### src/rtl/csr_rmw_pkg.sv
package csr_rmw_pkg;

  localparam int REG_IDX_W = 5;

  typedef enum logic [1:0] {
    OP_NONE  = 2'b00,
    OP_SWAP  = 2'b01,
    OP_SET   = 2'b10,
    OP_CLEAR = 2'b11
  } csrOp_e;

  typedef enum logic [1:0] {
    SRC_OPERAND = 2'd0,
    SRC_ONES    = 2'd1,
    SRC_ZERO    = 2'd2
  } srcSel_e;

  typedef enum logic {
    MASK_WIDTH   = 1'b0,
    MASK_OPERAND = 1'b1
  } maskSel_e;

  typedef struct packed {
    logic     valid;
    logic     legal;
    logic     doRead;
    logic     doWrite;
    logic     mode64;
    srcSel_e  srcSel;
    maskSel_e maskSel;
  } csrStrobe_t;

endpackage

### src/rtl/csr_rmw_ctrl.sv
module csr_rmw_ctrl
  import csr_rmw_pkg::*;
#(
  parameter int XLEN      = 64,
  parameter int ADDR_W    = 12,
  parameter int NUM_REGS  = 8,
  parameter int BASE_PAGE = 'h060
) (
  input  logic                        clk,
  input  logic                        rstN,
  input  logic                        reqValid,
  input  logic [1:0]                  reqOp,
  input  logic                        reqUseImm,
  input  logic [REG_IDX_W-1:0]        reqRd,
  input  logic [REG_IDX_W-1:0]        reqRs1,
  input  logic [XLEN-1:0]             reqRs1Val,
  input  logic [ADDR_W-1:0]           reqAddr,
  input  logic                        reqMode64,
  output csrStrobe_t                  stb,
  output logic [XLEN-1:0]             operand,
  output logic [$clog2(NUM_REGS)-1:0] regIdx
);

  localparam int IDX_W  = $clog2(NUM_REGS);
  localparam int PAGE_W = ADDR_W - IDX_W;
  localparam int HALF   = XLEN / 2;

  csrOp_e          opKind;
  logic [XLEN-1:0] widthMask;
  logic [XLEN-1:0] rawOperand;
  logic            pageHit;
  logic            srcFieldZero;

  assign opKind       = csrOp_e'(reqOp);
  assign widthMask    = {{HALF{reqMode64}}, {HALF{1'b1}}};
  assign rawOperand   = reqUseImm ? {{(XLEN-REG_IDX_W){1'b0}}, reqRs1} : reqRs1Val;
  assign operand      = rawOperand & widthMask;
  assign pageHit      = (reqAddr[ADDR_W-1:IDX_W] == PAGE_W'(BASE_PAGE));
  assign regIdx       = reqAddr[IDX_W-1:0];
  assign srcFieldZero = (reqRs1 == '0);

  always_comb begin
    stb         = '0;
    stb.valid   = reqValid;
    stb.mode64  = reqMode64;
    stb.legal   = pageHit && (opKind != OP_NONE);
    stb.srcSel  = SRC_OPERAND;
    stb.maskSel = MASK_WIDTH;
    unique case (opKind)
      OP_SWAP: begin
        stb.doRead  = (reqRd != '0);
        stb.doWrite = 1'b1;
      end
      OP_SET: begin
        stb.doRead  = 1'b1;
        stb.doWrite = !srcFieldZero;
        stb.srcSel  = SRC_ONES;
        stb.maskSel = MASK_OPERAND;
      end
      OP_CLEAR: begin
        stb.doRead  = 1'b1;
        stb.doWrite = !srcFieldZero;
        stb.srcSel  = SRC_ZERO;
        stb.maskSel = MASK_OPERAND;
      end
      default: begin
        stb.doRead  = 1'b0;
        stb.doWrite = 1'b0;
      end
    endcase
  end

  p_imm_bounded_r7: assert property (@(posedge clk) disable iff (!rstN)
    reqValid && reqUseImm |-> operand < XLEN'(32));

  p_setclr_reads_r3: assert property (@(posedge clk) disable iff (!rstN)
    stb.valid && stb.maskSel == MASK_OPERAND && opKind != OP_NONE |-> stb.doRead);

endmodule

### src/rtl/csr_rmw_dp.sv
module csr_rmw_dp
  import csr_rmw_pkg::*;
#(
  parameter int XLEN     = 64,
  parameter int NUM_REGS = 8
) (
  input  logic                        clk,
  input  logic                        rstN,
  input  csrStrobe_t                  stb,
  input  logic [XLEN-1:0]             operand,
  input  logic [$clog2(NUM_REGS)-1:0] regIdx,
  output logic                        respValid,
  output logic [XLEN-1:0]             respData,
  output logic                        respReadFx,
  output logic                        respWriteFx,
  output logic                        respIllegal
);

  localparam int HALF = XLEN / 2;

  logic [XLEN-1:0] bank [NUM_REGS];
  logic [XLEN-1:0] oldVal;
  logic [XLEN-1:0] srcVal;
  logic [XLEN-1:0] maskVal;
  logic [XLEN-1:0] newVal;
  logic [XLEN-1:0] widthMask;
  logic            accept;
  logic            readNow;
  logic            writeNow;

  assign accept    = stb.valid && stb.legal;
  assign readNow   = accept && stb.doRead;
  assign writeNow  = accept && stb.doWrite;
  assign widthMask = {{HALF{stb.mode64}}, {HALF{1'b1}}};
  assign oldVal    = bank[regIdx];

  always_comb begin
    unique case (stb.srcSel)
      SRC_ONES: srcVal = '1;
      SRC_ZERO: srcVal = '0;
      default:  srcVal = operand;
    endcase
    maskVal = (stb.maskSel == MASK_OPERAND) ? operand : widthMask;
    newVal  = (oldVal & ~maskVal) | (srcVal & maskVal);
  end

  for (genvar g = 0; g < NUM_REGS; g++) begin : g_bank
    always_ff @(posedge clk) begin
      if (!rstN) begin
        bank[g] <= '0;
      end else if (writeNow && regIdx == g[$clog2(NUM_REGS)-1:0]) begin
        bank[g] <= newVal;
      end
    end

    p_hold_r5: assert property (@(posedge clk) disable iff (!rstN)
      !(stb.valid && stb.legal && stb.doWrite) |=> $stable(bank[g]));

    p_upper_kept_r8: assert property (@(posedge clk) disable iff (!rstN)
      stb.valid && !stb.mode64 |=> $stable(bank[g][XLEN-1:HALF]));
  end

  always_ff @(posedge clk) begin
    if (!rstN) begin
      respValid   <= 1'b0;
      respData    <= '0;
      respReadFx  <= 1'b0;
      respWriteFx <= 1'b0;
      respIllegal <= 1'b0;
    end else begin
      respValid   <= stb.valid;
      respData    <= readNow ? (oldVal & widthMask) : '0;
      respReadFx  <= readNow;
      respWriteFx <= writeNow;
      respIllegal <= stb.valid && !stb.legal;
    end
  end

  p_illegal_quiet_r9: assert property (@(posedge clk) disable iff (!rstN)
    respIllegal |-> !respReadFx && !respWriteFx && respData == '0);

  p_noread_zero_r4: assert property (@(posedge clk) disable iff (!rstN)
    !respReadFx |-> respData == '0);

endmodule

### src/rtl/csr_rmw_unit.sv
module csr_rmw_unit
  import csr_rmw_pkg::*;
#(
  parameter int XLEN      = 64,
  parameter int ADDR_W    = 12,
  parameter int NUM_REGS  = 8,
  parameter int BASE_PAGE = 'h060
) (
  input  logic                 clk,
  input  logic                 rstN,
  input  logic                 reqValid,
  input  logic [1:0]           reqOp,
  input  logic                 reqUseImm,
  input  logic [REG_IDX_W-1:0] reqRd,
  input  logic [REG_IDX_W-1:0] reqRs1,
  input  logic [XLEN-1:0]      reqRs1Val,
  input  logic [ADDR_W-1:0]    reqAddr,
  input  logic                 reqMode64,
  output logic                 respValid,
  output logic [XLEN-1:0]      respData,
  output logic                 respReadFx,
  output logic                 respWriteFx,
  output logic                 respIllegal
);

  localparam int IDX_W = $clog2(NUM_REGS);

  csrStrobe_t       stb;
  logic [XLEN-1:0]  operand;
  logic [IDX_W-1:0] regIdx;

  csr_rmw_ctrl #(
    .XLEN(XLEN), .ADDR_W(ADDR_W), .NUM_REGS(NUM_REGS), .BASE_PAGE(BASE_PAGE)
  ) u_ctrl (
    .clk(clk), .rstN(rstN), .reqValid(reqValid), .reqOp(reqOp),
    .reqUseImm(reqUseImm), .reqRd(reqRd), .reqRs1(reqRs1),
    .reqRs1Val(reqRs1Val), .reqAddr(reqAddr), .reqMode64(reqMode64),
    .stb(stb), .operand(operand), .regIdx(regIdx)
  );

  csr_rmw_dp #(
    .XLEN(XLEN), .NUM_REGS(NUM_REGS)
  ) u_dp (
    .clk(clk), .rstN(rstN), .stb(stb), .operand(operand), .regIdx(regIdx),
    .respValid(respValid), .respData(respData), .respReadFx(respReadFx),
    .respWriteFx(respWriteFx), .respIllegal(respIllegal)
  );

  p_resp_follows_r10: assert property (@(posedge clk) disable iff (!rstN)
    reqValid |=> respValid);

  p_idle_quiet_r10: assert property (@(posedge clk) disable iff (!rstN)
    !reqValid |=> !respValid && !respReadFx && !respWriteFx && !respIllegal);

endmodule

### config.mk
export PLATFORM = sky130hd
export DESIGN_NAME = csr_rmw_unit
export DESIGN_NICKNAME = d
export VERILOG_FILES = /design/src/rtl/csr_rmw_pkg.sv /design/src/rtl/csr_rmw_ctrl.sv /design/src/rtl/csr_rmw_dp.sv /design/src/rtl/csr_rmw_unit.sv
export SDC_FILE = /design/constraint.sdc
export NUM_CORES = 1
export LEC_CHECK = 0
export ABC_AREA = 1
export CORE_MARGIN = 2
export CORE_UTILIZATION = 40
export DETAILED_ROUTE_END_ITERATION = 10
export SLEW_MARGIN = 5
export SYNTH_ARGS = -nofsm -noshare
export SYNTH_HDL_FRONTEND = slang
export SYNTH_HIERARCHICAL = 1
export SYNTH_SLANG_ARGS = --single-unit
### constraint.sdc
create_clock -name clk -period 6.4 [get_ports clk]
set_input_delay 0.96 -clock clk [delete_from_list [all_inputs] [get_ports clk]]
set_output_delay 0.96 -clock clk [all_outputs]
set_load 0.01 [all_outputs]
==> results of run 1 <==
[power by group]
group	leakage, nW	internal (mW)	total, mW	switching, mW
clock	1.04	2.21	3.73	1.53
sequential	5.84	4.21	4.24	0.0270
combinational	5.98	0.235	0.888	0.653
[registers in the layout, indices dropped and copies added (netlist names)]
| name | flops |
|---|---|
| u_dp/respIllegal | 1 |
| u_dp/respReadFx | 1 |
| u_dp/respData | 64 |
| u_dp/respWriteFx | 1 |
| u_dp/respValid | 1 |
| u_dp/bank | 512 |
[routing by layer]
metal	vias up	track usage [%]	share of wire (%)
met1	10800	30.3	42
li1	10400	-	-
met3	145	2.67	6.4
met2	776	38.9	49
met5	-	0	0.015
met4	2	7.63	2.6
[how the worst min path moves through the flow]
stage | from | endpoint | cells past startpoint
6_report | u_dp/bank[0][26] | u_dp/respData[26] | 6
3_3_place_gp | u_dp/bank[1][17] | u_dp/respData[17] | 6
4_1_cts | u_dp/bank[0][26] | u_dp/respData[26] | 6
5_1_grt | u_dp/bank[0][17] | u_dp/respData[17] | 6
2_1_floorplan | u_dp/bank[6][27] | u_dp/respData[27] | 4
3_5_place_dp | u_dp/bank[0][26] | u_dp/respData[26] | 6
[final cells by class]
cell class | instances | area share [%]
sequential | 580 | 50.6
multi-input combinational | 2174 | 32.5
clock buffer | 94 | 5.91
timing repair buffer | 193 | 5.78
tap | 950 | 3.59
inverter | 90 | 1.06
clock inverter | 27 | 0.530
[kinds of logic (layout without fill, tap and decap cells)]
family,after synthesis,count (layout),synth area share (%)
AOI/OAI and AO/OA,617,617,11.1
adders and majority gates,1,1,0.0435
DFF,580,580,58.2
and+or+nand+nor,1556,1556,25.6
buffers and inverters,313,404,5.05
[cell usage in the layout (no fill, tap or decap), types with 28 or more instances in the layout]
cell / instances
or2_1: 28
edfxtp_1: 512
dfxtp_1: 68
clkdlybuf4s50_1: 155
nor2_1: 201
inv_1: 85
nand3_4: 72
buf_4: 29
nand2_1: 1110
a21oi_2: 28
nand3_1: 65
a21oi_1: 580
nand3_2: 68
clkbuf_16: 72
[stage by stage]
| stage | setup slack, ns | power (mW) | instances |
|---|---|---|---|
| floorplan | -0.396 | 4.93 | 3067 |
| global placement | 2.12 | 5.20 | 3987 |
| detailed placement | 2.08 | 5.20 | 3987 |
| CTS | 2.71 | 8.93 | 4108 |
| global route | 2.49 | 9.16 | 4108 |
| finish | 2.65 | 8.86 | 4108 |
[worst max-delay path: cells and delay by family]
family / cells / cell delay [ns]
buffers and inverters: 5 / 1.63
AND/OR/NAND/NOR: 6 / 0.90
AO/OA/AOI/OAI: 1 / 0.43
==> results_dict.tcl, run 1 <==
set metrics [dict create \
    synth_edf_count 512 \
    finalCriticalPeriod_ns 3.75 \
    netlist.top_cell.by_area "edfxtp_1" \
    path_class "in2reg" \
    viasPerCell 5.40 \
    peakVddDrop_v 0.000162 \
    ctsResizeCount 0 \
    synth_most_common_cell "nand2_1" \
    place_hpwl_mm 45.5 \
    grt_pass1_wl_mm 130 \
    clock_skew_ns 0.0181 \
    reg2reg_from "u_dp/bank[5][26]" \
    cts.sinks 580 \
    diodes 0 \
    finalHoldViolCount 0 \
    fin_crit_sh_pct 58.6 \
    yosysSeqAreaShare_pct 58.2 \
    chipWidth_microns 272 \
    cts_htree_levels 3 \
    powerDensity_nw_per_um2 268 \
    syn_to_final_growth_pct 15.1 \
    cts_setup_buffers 0 \
    cp_slowest_cell "buf_4" \
    rrSetupSlack_ns 5.02 \
    ys_top_cells_by_count "nand2_1, a21oi_1, edfxtp_1, nor2_1, inv_1" \
    synth_seq_cells 580 \
    slew_headroom_pct 20.6 \
    ctsHoldBuffers 0 \
    finalMaxSlewViolations 0 \
    overflow 0 \
    initialDrtViolationCount 1678 \
    crit_required_ns 6.62 \
    worst_slew_pin_slew_ns 1.19 \
    utilization_pct 46.4 \
    die_area_sq_um 74000 \
    ant_nets 0 \
    grt_util_all_layers_pct 22.8 \
    vias 22200 \
    insertion_delay_ns 0.60 \
    first_pass_iters 5 \
    async_flop_share_pct 0 \
    cts_tree "built" \
    clockBufferDepth 3 \
    hold_class "reg2reg" \
    syn_inst 3067 \
    nets 3200 \
    rsz0062_at_grt "false" \
    wl_mm 85.5 \
    num_rows 98 \
    place_congestion 0.772 \
    finalSetupViolations 0 \
    fill_cells 6766 \
    fmax_ghz 0.267 \
    drive_gt1_share_pct 10.2 \
    yosysUniqueCellTypes 25 \
    antenna_found_initial 1 \
    multi_input_area_sq_um 10800 \
    initial_core_util_pct 40.3 \
    drc 0 \
    rr_worst_depth 6 \
    crit_chain "clkdlybuf4s50_1 -> nor2_1 -> inv_1 -> nand2_1 -> nor2_1 -> nand2_1 -> inv_1 -> nand2_1 -> nor2_2 -> inv_1 -> o21ai_4 -> buf_4" \
    cts-root-buf "clkbuf_16" \
    crit_start "reqOp[0]" \
    power.leakage_nw 12.9 \
    cp-end-kind "flip-flop" \
    cp_slowest_stage_delay_ns 0.69 \
    core_area_sq_um 71400 \
    yosysWarnings 6 \
    die_y_microns 272 \
    grt_pass1_vias 21600 \
    synth_top_area_share_pct 53.5 \
    syn_area_sq_um 28700 \
    endpoint "u_dp/bank[3][43]" \
    tns_ns 0 \
    grt_start_max_net_pins 138 \
    synth_ff_type "edfxtp_1" \
    path_max_fanout 41 \
    timing.hold.ws_ns 0.704 \
    wl_per_cell_microns 20.8 \
    critPathArrivalTime_ns 3.97 \
    placed_area_sq_um 30900 \
    clk_pin_slew_ns 0.06 \
    maxCapViolations 0 \
    critPathLaunchType "primary input" \
    status "finished clean" \
    design_area_sq_um 33100 \
    regToRegEndpoint "u_dp/bank[4][26]" \
    synth_area_leaders "edfxtp_1, nand2_1, a21oi_1" \
    io_buffers 160 \
    ios 161 \
    cts_made_buffers 67 \
    area.sequential_sq_um 16700 \
    syn_nets 3161 \
    avgSynthCellArea_sq_um 9.37 \
]
Note: power is estimated with default switching activity, not from simulation.
==> run 2: changes to the inputs <==
==> constraint.sdc (replaced) <==
create_clock -name clk -period 3.25 [get_ports clk]
set_input_delay 0.4875 -clock clk [delete_from_list [all_inputs] [get_ports clk]]
set_output_delay 0.4875 -clock clk [all_outputs]
set_load 0.01 [all_outputs]
==> results_dict.tcl, run 2 (synthesis results as in run 1) <==
set metrics [dict create \
    hold_class "in2reg" \
    cts_setup_buffers 0 \
    multi_input_area_sq_um 10700 \
    place_congestion 0.828 \
    fmax_ghz 0.415 \
    antenna_found_initial 0 \
    core_area_sq_um 71400 \
    ctsHoldBuffers 0 \
    grt_use_met3_pct 2.91 \
    initialDrtViolationCount 1922 \
    cts_tree "built" \
    finalCriticalPeriod_ns 2.41 \
    timing.final.ws_setup_ns 0.842 \
    overflow 0 \
    num_rows 98 \
    diodes 0 \
    initial_core_util_pct 40.3 \
    cts.sinks 580 \
    critPathArrivalTime_ns 2.66 \
    ios 161 \
    fin_crit_sh_pct 74.1 \
    reg.largest.list "u_dp/bank x512, u_dp/respData x64" \
    largest_register_ffs 512 \
    finalHoldViolCount 0 \
    cts_htree_levels 3 \
    crit_required_ns 3.50 \
    rsz0062_at_grt "false" \
    path_max_fanout 52 \
    fill_cells 6622 \
    busiest_layer "met2" \
    peakVddDrop_v 0.000302 \
    critPathLaunchType "primary input" \
    drive_gt1_share_pct 11.7 \
    power.leakage_nw 13.3 \
    grt_util_all_layers_pct 22.9 \
    area.sequential_sq_um 16700 \
    clock_skew_ns 0.0266 \
    place_hpwl_mm 49.0 \
    die_area_sq_um 74000 \
    cts-root-buf "clkbuf_16" \
    status "finished clean" \
    nets 3248 \
    slew_headroom_pct 48.5 \
    viasPerCell 5.41 \
    top_register "u_dp/bank" \
    maxCapViolations 0 \
    clockBufferDepth 3 \
    grt_pass1_wl_mm 131 \
    finalSetupViolations 0 \
    vias 22500 \
    insertion_delay_ns 0.61 \
    path_class "in2reg" \
    grt_start_max_net_pins 129 \
    ant_nets 0 \
    met2_usage_pct 39.2 \
    dp_slack_ns 0.271 \
    drc 0 \
    final_cell_mix "nand2_1, a21oi_1, edfxtp_1" \
    ctsResizeCount 0 \
    io_buffers 160 \
    wl_mm 85.7 \
    wl_per_cell_microns 20.6 \
    die_y_microns 272 \
    finalMaxSlewViolations 0 \
    rrSetupSlack_ns 1.92 \
    cts_made_buffers 67 \
    worst_slew_pin_slew_ns 0.773 \
    first_pass_iters 5 \
    power_mw 17.7 \
    timing.hold.ws_ns 0.449 \
    chipWidth_microns 272 \
    powerDensity_nw_per_um2 522 \
    clk_pin_slew_ns 0.06 \
    cp-end-kind "flip-flop" \
    grt_pass1_vias 22000 \
    final_common_cell "nand2_1" \
    grt_use_met1_pct 29.8 \
    syn_to_final_growth_pct 17.6 \
]
## run 2: routing by layer
metal / wire [microns] / vias up
met5: 0 / -
met4: 2510 / 0
met3: 5840 / 147
met2: 42300 / 859
met1: 35100 / 10900
li1: - / 10600
## run 2: final timing paths
path,from,end,depth (start not counted)
max reg2reg,u_dp/bank[4][34],u_dp/bank[4][34],6
min reg2reg,u_dp/bank[4][2],u_dp/respData[2],6
max,reqAddr[5],u_dp/bank[5][40],11
min,reqAddr[2],u_dp/respData[33],4
## run 2: layout make-up
cell class | instances | share of cell area (%)
flip-flops and latches | 580 | 49.5
repair buffers | 241 | 7.95
clock buffers | 90 | 5.37
multi-input cells | 2174 | 31.6
well taps | 950 | 3.52
clock inverters | 33 | 0.985
inverters | 90 | 1.03
## run 2: through the flow
step / TNS, ns / cells / util [%] / area (sq um)
detailed placement: 0 / 4035 / 44.4 / 31700
floorplan: -80.43 / 3067 / - / 28800
finish: 0 / 4158 / 47.4 / 33800
CTS: 0 / 4158 / 47.4 / 33800
global route: 0 / 4158 / 47.4 / 33800
global placement: 0 / 4035 / 44.4 / 31700
## run 2: worst max-delay path: stages
cell and delay, ns:
clkdlybuf4s50_1 0.40, nor2_1 0.32, nand2_1 0.11, nor2_1 0.15, nand2_1 0.08, inv_1 0.08
nand2_1 0.11, nor2_2 0.12, inv_1 0.18, o21ai_4 0.20, buf_12 0.38
## run 2: power by group
part | internal (mW) | switching (mW)
clock network | 4.36 | 3.12
registers | 8.29 | 0.0566
logic | 0.530 | 1.30
total | 13.2 | 4.47
